==> config.mk <==
export PLATFORM = sky130hd
export DESIGN_NAME = period_timer
export DESIGN_NICKNAME = d
export VERILOG_FILES = /design/src/rtl/pt_pkg.sv /design/src/rtl/pt_datapath.sv /design/src/rtl/pt_control.sv /design/src/rtl/period_timer.sv
export SDC_FILE = /design/constraint.sdc
export NUM_CORES = 1
export LEC_CHECK = 0
export ABC_AREA = 0
export CORE_ASPECT_RATIO = 0.7
export CORE_MARGIN = 1.5
export CORE_UTILIZATION = 28
export DETAILED_ROUTE_END_ITERATION = 7
export PLACE_DENSITY = 0.49
export SYNTH_ARGS = -nofsm -noshare
export SYNTH_HDL_FRONTEND = slang
export SYNTH_HIERARCHICAL = 1
export SYNTH_SLANG_ARGS = --single-unit
export TNS_END_PERCENT = 20
==> constraint.sdc <==
create_clock -name clk -period 3.05 [get_ports clk]
set_clock_uncertainty 0.2 [all_clocks]
set_input_delay 0.61 -clock clk [delete_from_list [all_inputs] [get_ports clk]]
set_output_delay 0.61 -clock clk [all_outputs]
set_load 0.02 [all_outputs]
==> src/rtl/pt_pkg.sv <==
package pt_pkg;
  localparam int CNT_W  = 8;
  localparam int ADDR_W = 2;
  localparam int PRE_W  = 4;
  localparam int POST_W = 4;

  localparam logic [ADDR_W-1:0] ADDR_COUNT  = 2'd0;
  localparam logic [ADDR_W-1:0] ADDR_PERIOD = 2'd1;
  localparam logic [ADDR_W-1:0] ADDR_CTRL   = 2'd2;
  localparam logic [ADDR_W-1:0] ADDR_IRQ    = 2'd3;

  typedef struct packed {
    logic             cntLoad;
    logic             perLoad;
    logic             tick;
    logic [CNT_W-1:0] data;
  } dp_strobe_t;
endpackage

==> src/rtl/pt_datapath.sv <==
module pt_datapath
  import pt_pkg::*;
(
  input  logic             clk,
  input  logic             rstN,
  input  dp_strobe_t       strobe,
  output logic [CNT_W-1:0] countQ,
  output logic [CNT_W-1:0] periodQ,
  output logic             hit
);
  // The compare uses the current count and period.
  assign hit = (countQ == periodQ);

  always_ff @(posedge clk or negedge rstN) begin
    if (!rstN) begin
      countQ <= '0;
    end else if (strobe.cntLoad) begin
      countQ <= strobe.data;
    end else if (strobe.tick) begin
      countQ <= hit ? '0 : countQ + 1'b1;
    end
  end

  always_ff @(posedge clk or negedge rstN) begin
    if (!rstN) begin
      periodQ <= '1;
    end else if (strobe.perLoad) begin
      periodQ <= strobe.data;
    end
  end
endmodule

==> src/rtl/pt_control.sv <==
module pt_control
  import pt_pkg::*;
(
  input  logic              clk,
  input  logic              rstN,
  input  logic              busWe,
  input  logic [ADDR_W-1:0] busAddr,
  input  logic [CNT_W-1:0]  busWdata,
  input  logic              hit,
  output dp_strobe_t        strobe,
  output logic [1:0]        presSel,
  output logic              runEn,
  output logic [POST_W-1:0] postSel,
  output logic              flagQ,
  output logic              irqEnQ,
  output logic              shiftQ
);
  logic             wrCount, wrPeriod, wrCtrl, wrIrq, clrHidden;
  logic [PRE_W-1:0] presCnt, presTerm;
  logic [POST_W-1:0] postCnt;
  logic             presWrap, tick, matchEv, postFire;

  assign wrCount   = busWe && (busAddr == ADDR_COUNT);
  assign wrPeriod  = busWe && (busAddr == ADDR_PERIOD);
  assign wrCtrl    = busWe && (busAddr == ADDR_CTRL);
  assign wrIrq     = busWe && (busAddr == ADDR_IRQ);
  assign clrHidden = wrCount || wrCtrl;

  // Terminal value of the prescaler for the selected divide ratio.
  always_comb begin
    unique case (presSel)
      2'b00:   presTerm = PRE_W'(0);
      2'b01:   presTerm = PRE_W'(3);
      default: presTerm = PRE_W'(15);
    endcase
  end

  assign presWrap = runEn && (presCnt == presTerm);
  assign tick     = presWrap && !clrHidden;
  assign matchEv  = tick && hit;
  assign postFire = matchEv && (postCnt == postSel);

  always_comb begin
    strobe.cntLoad = wrCount;
    strobe.perLoad = wrPeriod;
    strobe.tick    = tick;
    strobe.data    = busWdata;
  end

  always_ff @(posedge clk or negedge rstN) begin
    if (!rstN) begin
      presCnt <= '0;
    end else if (clrHidden) begin
      presCnt <= '0;
    end else if (runEn) begin
      presCnt <= (presCnt == presTerm) ? '0 : presCnt + 1'b1;
    end
  end

  always_ff @(posedge clk or negedge rstN) begin
    if (!rstN) begin
      postCnt <= '0;
    end else if (clrHidden) begin
      postCnt <= '0;
    end else if (matchEv) begin
      postCnt <= (postCnt == postSel) ? '0 : postCnt + 1'b1;
    end
  end

  always_ff @(posedge clk or negedge rstN) begin
    if (!rstN) begin
      presSel <= '0;
      runEn   <= 1'b0;
      postSel <= '0;
    end else if (wrCtrl) begin
      presSel <= busWdata[1:0];
      runEn   <= busWdata[2];
      postSel <= busWdata[3 +: POST_W];
    end
  end

  always_ff @(posedge clk or negedge rstN) begin
    if (!rstN) begin
      flagQ  <= 1'b0;
      irqEnQ <= 1'b0;
      shiftQ <= 1'b0;
    end else begin
      flagQ  <= postFire || (wrIrq ? busWdata[0] : flagQ);
      irqEnQ <= wrIrq ? busWdata[1] : irqEnQ;
      shiftQ <= matchEv;
    end
  end
endmodule

==> src/rtl/period_timer.sv <==
module period_timer
  import pt_pkg::*;
(
  input  logic              clk,
  input  logic              rstN,
  input  logic              busWe,
  input  logic [ADDR_W-1:0] busAddr,
  input  logic [CNT_W-1:0]  busWdata,
  output logic [CNT_W-1:0]  busRdata,
  output logic              shiftTick,
  output logic              irqFlag,
  output logic              irqPending
);
  dp_strobe_t        strobe;
  logic [CNT_W-1:0]  countQ, periodQ;
  logic              hit, runEn, flagQ, irqEnQ, shiftQ;
  logic [1:0]        presSel;
  logic [POST_W-1:0] postSel;

  pt_control ctrl_i (
    .clk(clk), .rstN(rstN), .busWe(busWe), .busAddr(busAddr),
    .busWdata(busWdata), .hit(hit), .strobe(strobe), .presSel(presSel),
    .runEn(runEn), .postSel(postSel), .flagQ(flagQ), .irqEnQ(irqEnQ),
    .shiftQ(shiftQ)
  );

  pt_datapath dp_i (
    .clk(clk), .rstN(rstN), .strobe(strobe), .countQ(countQ),
    .periodQ(periodQ), .hit(hit)
  );

  always_comb begin
    unique case (busAddr)
      ADDR_COUNT:  busRdata = countQ;
      ADDR_PERIOD: busRdata = periodQ;
      ADDR_CTRL:   busRdata = {1'b0, postSel, runEn, presSel};
      default:     busRdata = {6'b0, irqEnQ, flagQ};
    endcase
  end

  assign shiftTick  = shiftQ;
  assign irqFlag    = flagQ;
  assign irqPending = flagQ && irqEnQ;
endmodule

==> results of run 1 <==
## final timing paths
path,startpoint,to,slack [ps]
max,busAddr[1],busRdata[1],80
min,ctrl_i/irqEnQ,ctrl_i/irqEnQ,330
max reg2reg,dp_i/countQ[0],ctrl_i/postCnt[2],490
min reg2reg,ctrl_i/irqEnQ,ctrl_i/irqEnQ,330
max in group asynchronous,rstN,dp_i/periodQ[4],1750
min in group asynchronous,rstN,ctrl_i/flagQ,550
## registers in the layout, indices dropped and copies added (netlist names), 2 cells and up
| signal | count |
|---|---|
| ctrl_i/presSel | 2 |
| ctrl_i/postCnt | 4 |
| ctrl_i/presCnt | 4 |
| ctrl_i/postSel | 4 |
| dp_i/periodQ | 8 |
| dp_i/countQ | 8 |
## critical path, delay by kind of cell
| kind | cells | cell delay [ps] |
|---|---|---|
| buffers and inverters | 3 | 1260 |
| muxes | 1 | 290 |
## synth_stat cells (3+ instances only)
cell	instances
nand2b_1	4
mux2_2	17
dfrtp_1	26
xor2_1	5
o211ai_1	5
a21oi_1	11
a31oi_1	3
nor2b_1	3
mux2i_1	8
dfstp_2	8
nand2_1	15
o22ai_1	6
buf_4	13
nor2_1	16
xnor2_2	6
nand3_1	3
o2bb2ai_1	5
and2_1	3
nor3b_1	4
ha_1	3
## per-stage QoR
step | utilization, % | hold WS, ps | instance area [µm²]
finish | 35.2 | 332 | 2760
global route | 35.2 | 364 | 2760
CTS | 35.1 | 342 | 2750
detailed placement | 33.0 | 329 | 2590
global placement | 33.0 | 322 | 2590
floorplan | - | 114 | 2260
## power by group
part	switching (W)	internal, W	leakage, nW	total [W]
logic	0.000355	0.000384	0.655	0.000739
clock network	0.000182	0.000369	0.0832	0.000551
registers	0.000165	0.000567	0.392	0.000732
## cell type report
type                            instances  area, µm²
Multi-Input combinational cell        156       1260
Timing Repair Buffer                   36        344
Inverter                                1       3.75
Sequential cell                        34        861
Tap cell                              101        126
Fill cell                             814       5080
Clock buffer                            8        166
## cell families after synthesis
| kind of cell | count (synthesis) | share of synthesized area (%) |
|---|---|---|
| simple gates | 74 | 21.0 |
| compound gates | 39 | 12.0 |
| flops | 34 | 38.1 |
| mux | 27 | 14.0 |
| buf+inv | 20 | 6.25 |
| xor+xnor | 13 | 7.03 |
| fa+ha+maj | 3 | 1.66 |
## per-layer routing
layer / up-vias / global-route usage, % / share of wire [%]
li1: 812 / - / -
met1: 792 / 20.5 / 57
met2: 28 / 17.0 / 38
met3: 5 / 3.17 / 3.8
met4: 0 / 3.46 / 0.80
met5: - / 0 / 0
## timing repair
item                                    4_1_cts  5_1_grt
gates resized for setup                       3        3
hold endpoints to repair                      0        0
endpoints found under the setup margin        7        3
setup buffers                                 0        0
==> metrics.txt, run 1 <==
Syn Inst Count 210; Routed Antenna Nets 0; # hold bufs at CTS 0; Worst R2R Path Depth 6; YS warnings 6; DR vias/cell 4.87; setup TNS 0 ps; critical path, cell by cell clkdlybuf4s50_1 -> buf_4 -> mux4_2 -> clkdlybuf4s50_1; CTS H-tree lvls 2; ys flop type dfrtp_1; Seq/Total Area, Yosys 38.1%; die area 8630 µm²; fmax 337 MHz; fin crit period 2970 ps; setup repair after global routing missed its margin false; Ant. Diodes 0; CORE AREA 7840 µm²; synth top area cells dfrtp_1 (29%), dfstp_2 (9.3%), mux2_2 (8.5%); slowest stage delay, CP 550 ps; grt ovf 0; clk sink count 34; global-route wire length before repair 8890 µm; Root Driver clkbuf_16; number of flops mapped to enable cells by yosys 0; Die Wd 110 µm; final hold violation count 0; clk_lat worst skew 280 ps; Finished Layout Cells 336; CP startpoint kind input port; initial cell density of the core 28.8%; Syn Nets 226; cell area after synthesis 2260 µm²; 1st-iter DRT viols 80; Syn Area/Cell 10.8 µm²; endpoints failing setup 0; All-Layer GR Usage 13.0%; routed wire length 5250 µm; HPWL Detailed 3930 µm; Worst EP required 2240 ps; pre-CTS WS -114 ps; top cell type's share of synthesized area 28.8%; PD cells 733 nW/µm²; GPL Wtd Cong 0.731; Worst EP arrival 2160 ps; chip height 78.2 µm; commonest non-fill, non-tap cell in the layout dfrtp_1; clock buffer depth 2; CTS Buf Count 5; NumNets Final 250; status completed; Leak Pwr 1.13 nW; I/O Buffers 23; CTS tree done; min-delay worst type flip-flop to flip-flop; Layout area overhead 22.1%; Setup CP Type input port to output pin; Via Count 1,637; Worst Hold Depth 1; Yosys reg bits 34; DR DRC count 0; Critical Path Most Common Cell clkdlybuf4s50_1; Async SR Flop Fraction 100%; max_slew headroom 38.2%; Yosys top cell by area dfrtp_1; Crit Path Max Fanout 5; Setup crit end kind output pin; Peak supply drop 0.295 mV; share of cells above drive strength 1 29.8%; slowest CP cell clkdlybuf4s50_1; Final WS setup 83.1 ps; Yosys cell types 50; DRT Pass-1 Iters 4; DP Cell Count 328; post-route clock period utilization 97.3%; Power Total 0.00202 W; Top-Level Pins 24; pin count of the biggest net entering global routing 35; number of global-route vias before repair 1,628; Max-Cap Viols 0; Rows 27; Clock transition at path regs 50 ps; Worst Max-Slew Pin Slew 919 ps; Routed WL per cell 15.6 µm; commonest cells after routing, fill and taps aside dfrtp_1 (26), mux2_2 (17), clkdlybuf4s50_1 (17); Final Max Tran Viols 0; initial antenna violation count 0
Power figures use the tool's default switching activity.
==> run 2: changes to the inputs <==
--- a/config.mk
+++ b/config.mk
@@ -11,6 +11,7 @@
 export CORE_UTILIZATION = 28
 export DETAILED_ROUTE_END_ITERATION = 7
 export PLACE_DENSITY = 0.49
+export RECOVER_POWER = 50
 export SYNTH_ARGS = -nofsm -noshare
 export SYNTH_HDL_FRONTEND = slang
 export SYNTH_HIERARCHICAL = 1
==> run 2 against run 1 <==
Against the previous run: cell count stayed put; non-clock buffer count stayed put; setup slack hardly changed; clock power hardly changed; count of clock-buffer cells in the layout unchanged; sequential share of layout area is 0.11 points higher; sequential power hardly changed; via count decreased by 0.18%; total power about the same; critical endpoint unchanged.
==> metrics.txt, run 2 (synthesis results as in run 1) <==
Root Driver clkbuf_16 (unchanged); 1st-iter DRT viols 81 (was 80); Setup CP Type input port to output pin (unchanged); slowest stage delay, CP 550 ps (about the same); Layout area overhead 21.6% (was 22.1%); commonest non-fill, non-tap cell in the layout dfrtp_1 (unchanged); Crit Path Max Fanout 5 (unchanged); Worst Max-Slew Pin Slew 916 ps (was 919 ps); Final Max Tran Viols 0 (unchanged); setup repair after global routing missed its margin false (unchanged); Worst EP arrival 2160 ps (about the same); CTS H-tree lvls 2 (unchanged); DR vias/cell 4.86 (was 4.87); Setup crit end kind output pin (unchanged); slowest CP cell clkdlybuf4s50_1 (unchanged); chip height 78.2 µm (unchanged); routed wire length 5260 µm (was 5250 µm); Top-Level Pins 24 (unchanged); commonest cells after routing, fill and taps aside dfrtp_1 (26), mux2_2 (17), nor2_1 (16) (was dfrtp_1 (26), mux2_2 (17), clkdlybuf4s50_1 (17)); die area 8630 µm² (unchanged); All-Layer GR Usage 13.0% (unchanged); status completed (unchanged); CTS Buf Count 5 (unchanged); Leak Pwr 1.12 nW (was 1.13 nW); DR DRC count 0 (unchanged); setup TNS 0 ps (unchanged); Rows 27 (unchanged); min-delay worst type flip-flop to flip-flop (unchanged); # hold bufs at CTS 0 (unchanged); Top Metal Used met4 (unchanged); initial antenna violation count 0 (unchanged); Die Wd 110 µm (unchanged); clk sink count 34 (unchanged); Clock transition at path regs 50 ps (about the same); I/O Buffers 23 (unchanged); Cell Area, Placed 2590 µm² (unchanged); metal2 WL 1990 µm (about the same); NumNets Final 250 (unchanged); fin crit period 2970 ps (about the same); endpoints failing setup 0 (unchanged); Layout Utilization 35.1% (was 35.2%); Worst EP required 2240 ps (about the same); Ant. Diodes 0 (unchanged); number of global-route vias before repair 1,628 (unchanged); final hold violation count 0 (unchanged); area of the multi-input gates 1260 µm² (unchanged); Final Cell Area 2750 µm² (was 2760 µm²); clk_lat worst skew 280 ps (about the same); pin count of the biggest net entering global routing 35 (unchanged); FF/Latch Area 861 µm² (unchanged); post-route clock period utilization 97.3% (about the same); max_slew headroom 38.4% (was 38.2%); Max-Cap Viols 0 (unchanged); Post-CTS Setup Inserts 0 (unchanged); Peak supply drop 0.295 mV (about the same); fill count 814 (unchanged); CTS tree done (unchanged); fmax 337 MHz (about the same); biggest regs dp_i/countQ x8, dp_i/periodQ x8 (unchanged); met3 WL 217 µm (was 201 µm); grt ovf 0 (unchanged); Routed WL per cell 15.7 µm (was 15.6 µm); Critical Path Most Common Cell clkdlybuf4s50_1 (unchanged); CORE AREA 7840 µm² (unchanged); global-route wire length before repair 8890 µm (unchanged); critical path, cell by cell clkdlybuf4s50_1 -> buf_4 -> mux4_2 -> clkdlybuf4s50_1 (unchanged); clock buffer depth 2 (unchanged); M1 WL 3010 µm (about the same); DRT Pass-1 Iters 4 (unchanged); CP startpoint kind input port (unchanged); Via Count 1,634 (was 1,637); PD cells 735 nW/µm² (was 733 nW/µm²); Routed Antenna Nets 0 (unchanged); share of cells above drive strength 1 28.9% (was 29.8%); initial cell density of the core 28.8% (unchanged); GPL Wtd Cong 0.731 (unchanged); HPWL Detailed 3930 µm (unchanged)
-- run 2: cell types whose count changed in the layout (fill, tap and decap cells not counted), sizes merged --
cell           delta
buf               -3
clkbuf            +3
clkdlybuf4s50     -2
dlygate4sd3       +2
-- run 2: final timing paths --
path / startpoint / end / slack (ps) / depth (start not counted)
max: busAddr[1] / busRdata[1] / 80 / 4
min: ctrl_i/irqEnQ / ctrl_i/irqEnQ / 330 / 1
max reg2reg: dp_i/countQ[0] / ctrl_i/postCnt[2] / 490 / 6
min reg2reg: ctrl_i/irqEnQ / ctrl_i/irqEnQ / 330 / 1
max in group asynchronous: rstN / ctrl_i/postSel[1] / 1320 / 2
min in group asynchronous: rstN / ctrl_i/flagQ / 780 / 2
-- run 2: critical path, delay by kind of cell --
kind / cells / cell delay, ps
buffers and inverters: 3 / 1260
multiplexers: 1 / 290
-- run 2: metrics by stage --
step           hold slack (ps)  worst slack (ps)  total power (W)  std cells
3_3_place_gp               322             -97.0          0.00148        328
2_1_floorplan              114               906          0.00126        210
6_report                   332              83.6          0.00202        336
5_1_grt                    364              51.1          0.00216        336
3_5_place_dp               329              -114          0.00148        328
4_1_cts                    342              1.95          0.00204        336
-- run 2: repair_timing --
action                                 4_1_cts  5_1_grt
resized for setup                            3        3
endpoints found under the hold margin        0        0
setup endpoints to repair                    7        3
gates cloned                                 0        0
pin swaps                                    0        0
-- run 2: power breakdown --
group	total, W	leakage [nW]	internal (W)	switching, W
combinational	0.000737	0.647	0.000382	0.000355
sequential	0.000733	0.392	0.000567	0.000166
clock	0.000552	0.0832	0.000369	0.000183
-- run 2: per-layer routing --
layer | up-vias | track usage, %
met3 | 5 | 3.17
met1 | 786 | 20.5
li1 | 812 | -
met5 | - | 0
met2 | 31 | 17.0
met4 | 0 | 3.46
-- run 2: final cells by class --
| type | instances | share of cell area [%] |
|---|---|---|
| Multi-Input combinational cell | 156 | 45.8 |
| Sequential cell | 34 | 31.3 |
| Timing Repair Buffer | 36 | 12.1 |
| Clock buffer | 8 | 6.05 |
| Tap cell | 101 | 4.60 |
| Inverter | 1 | 0.136 |
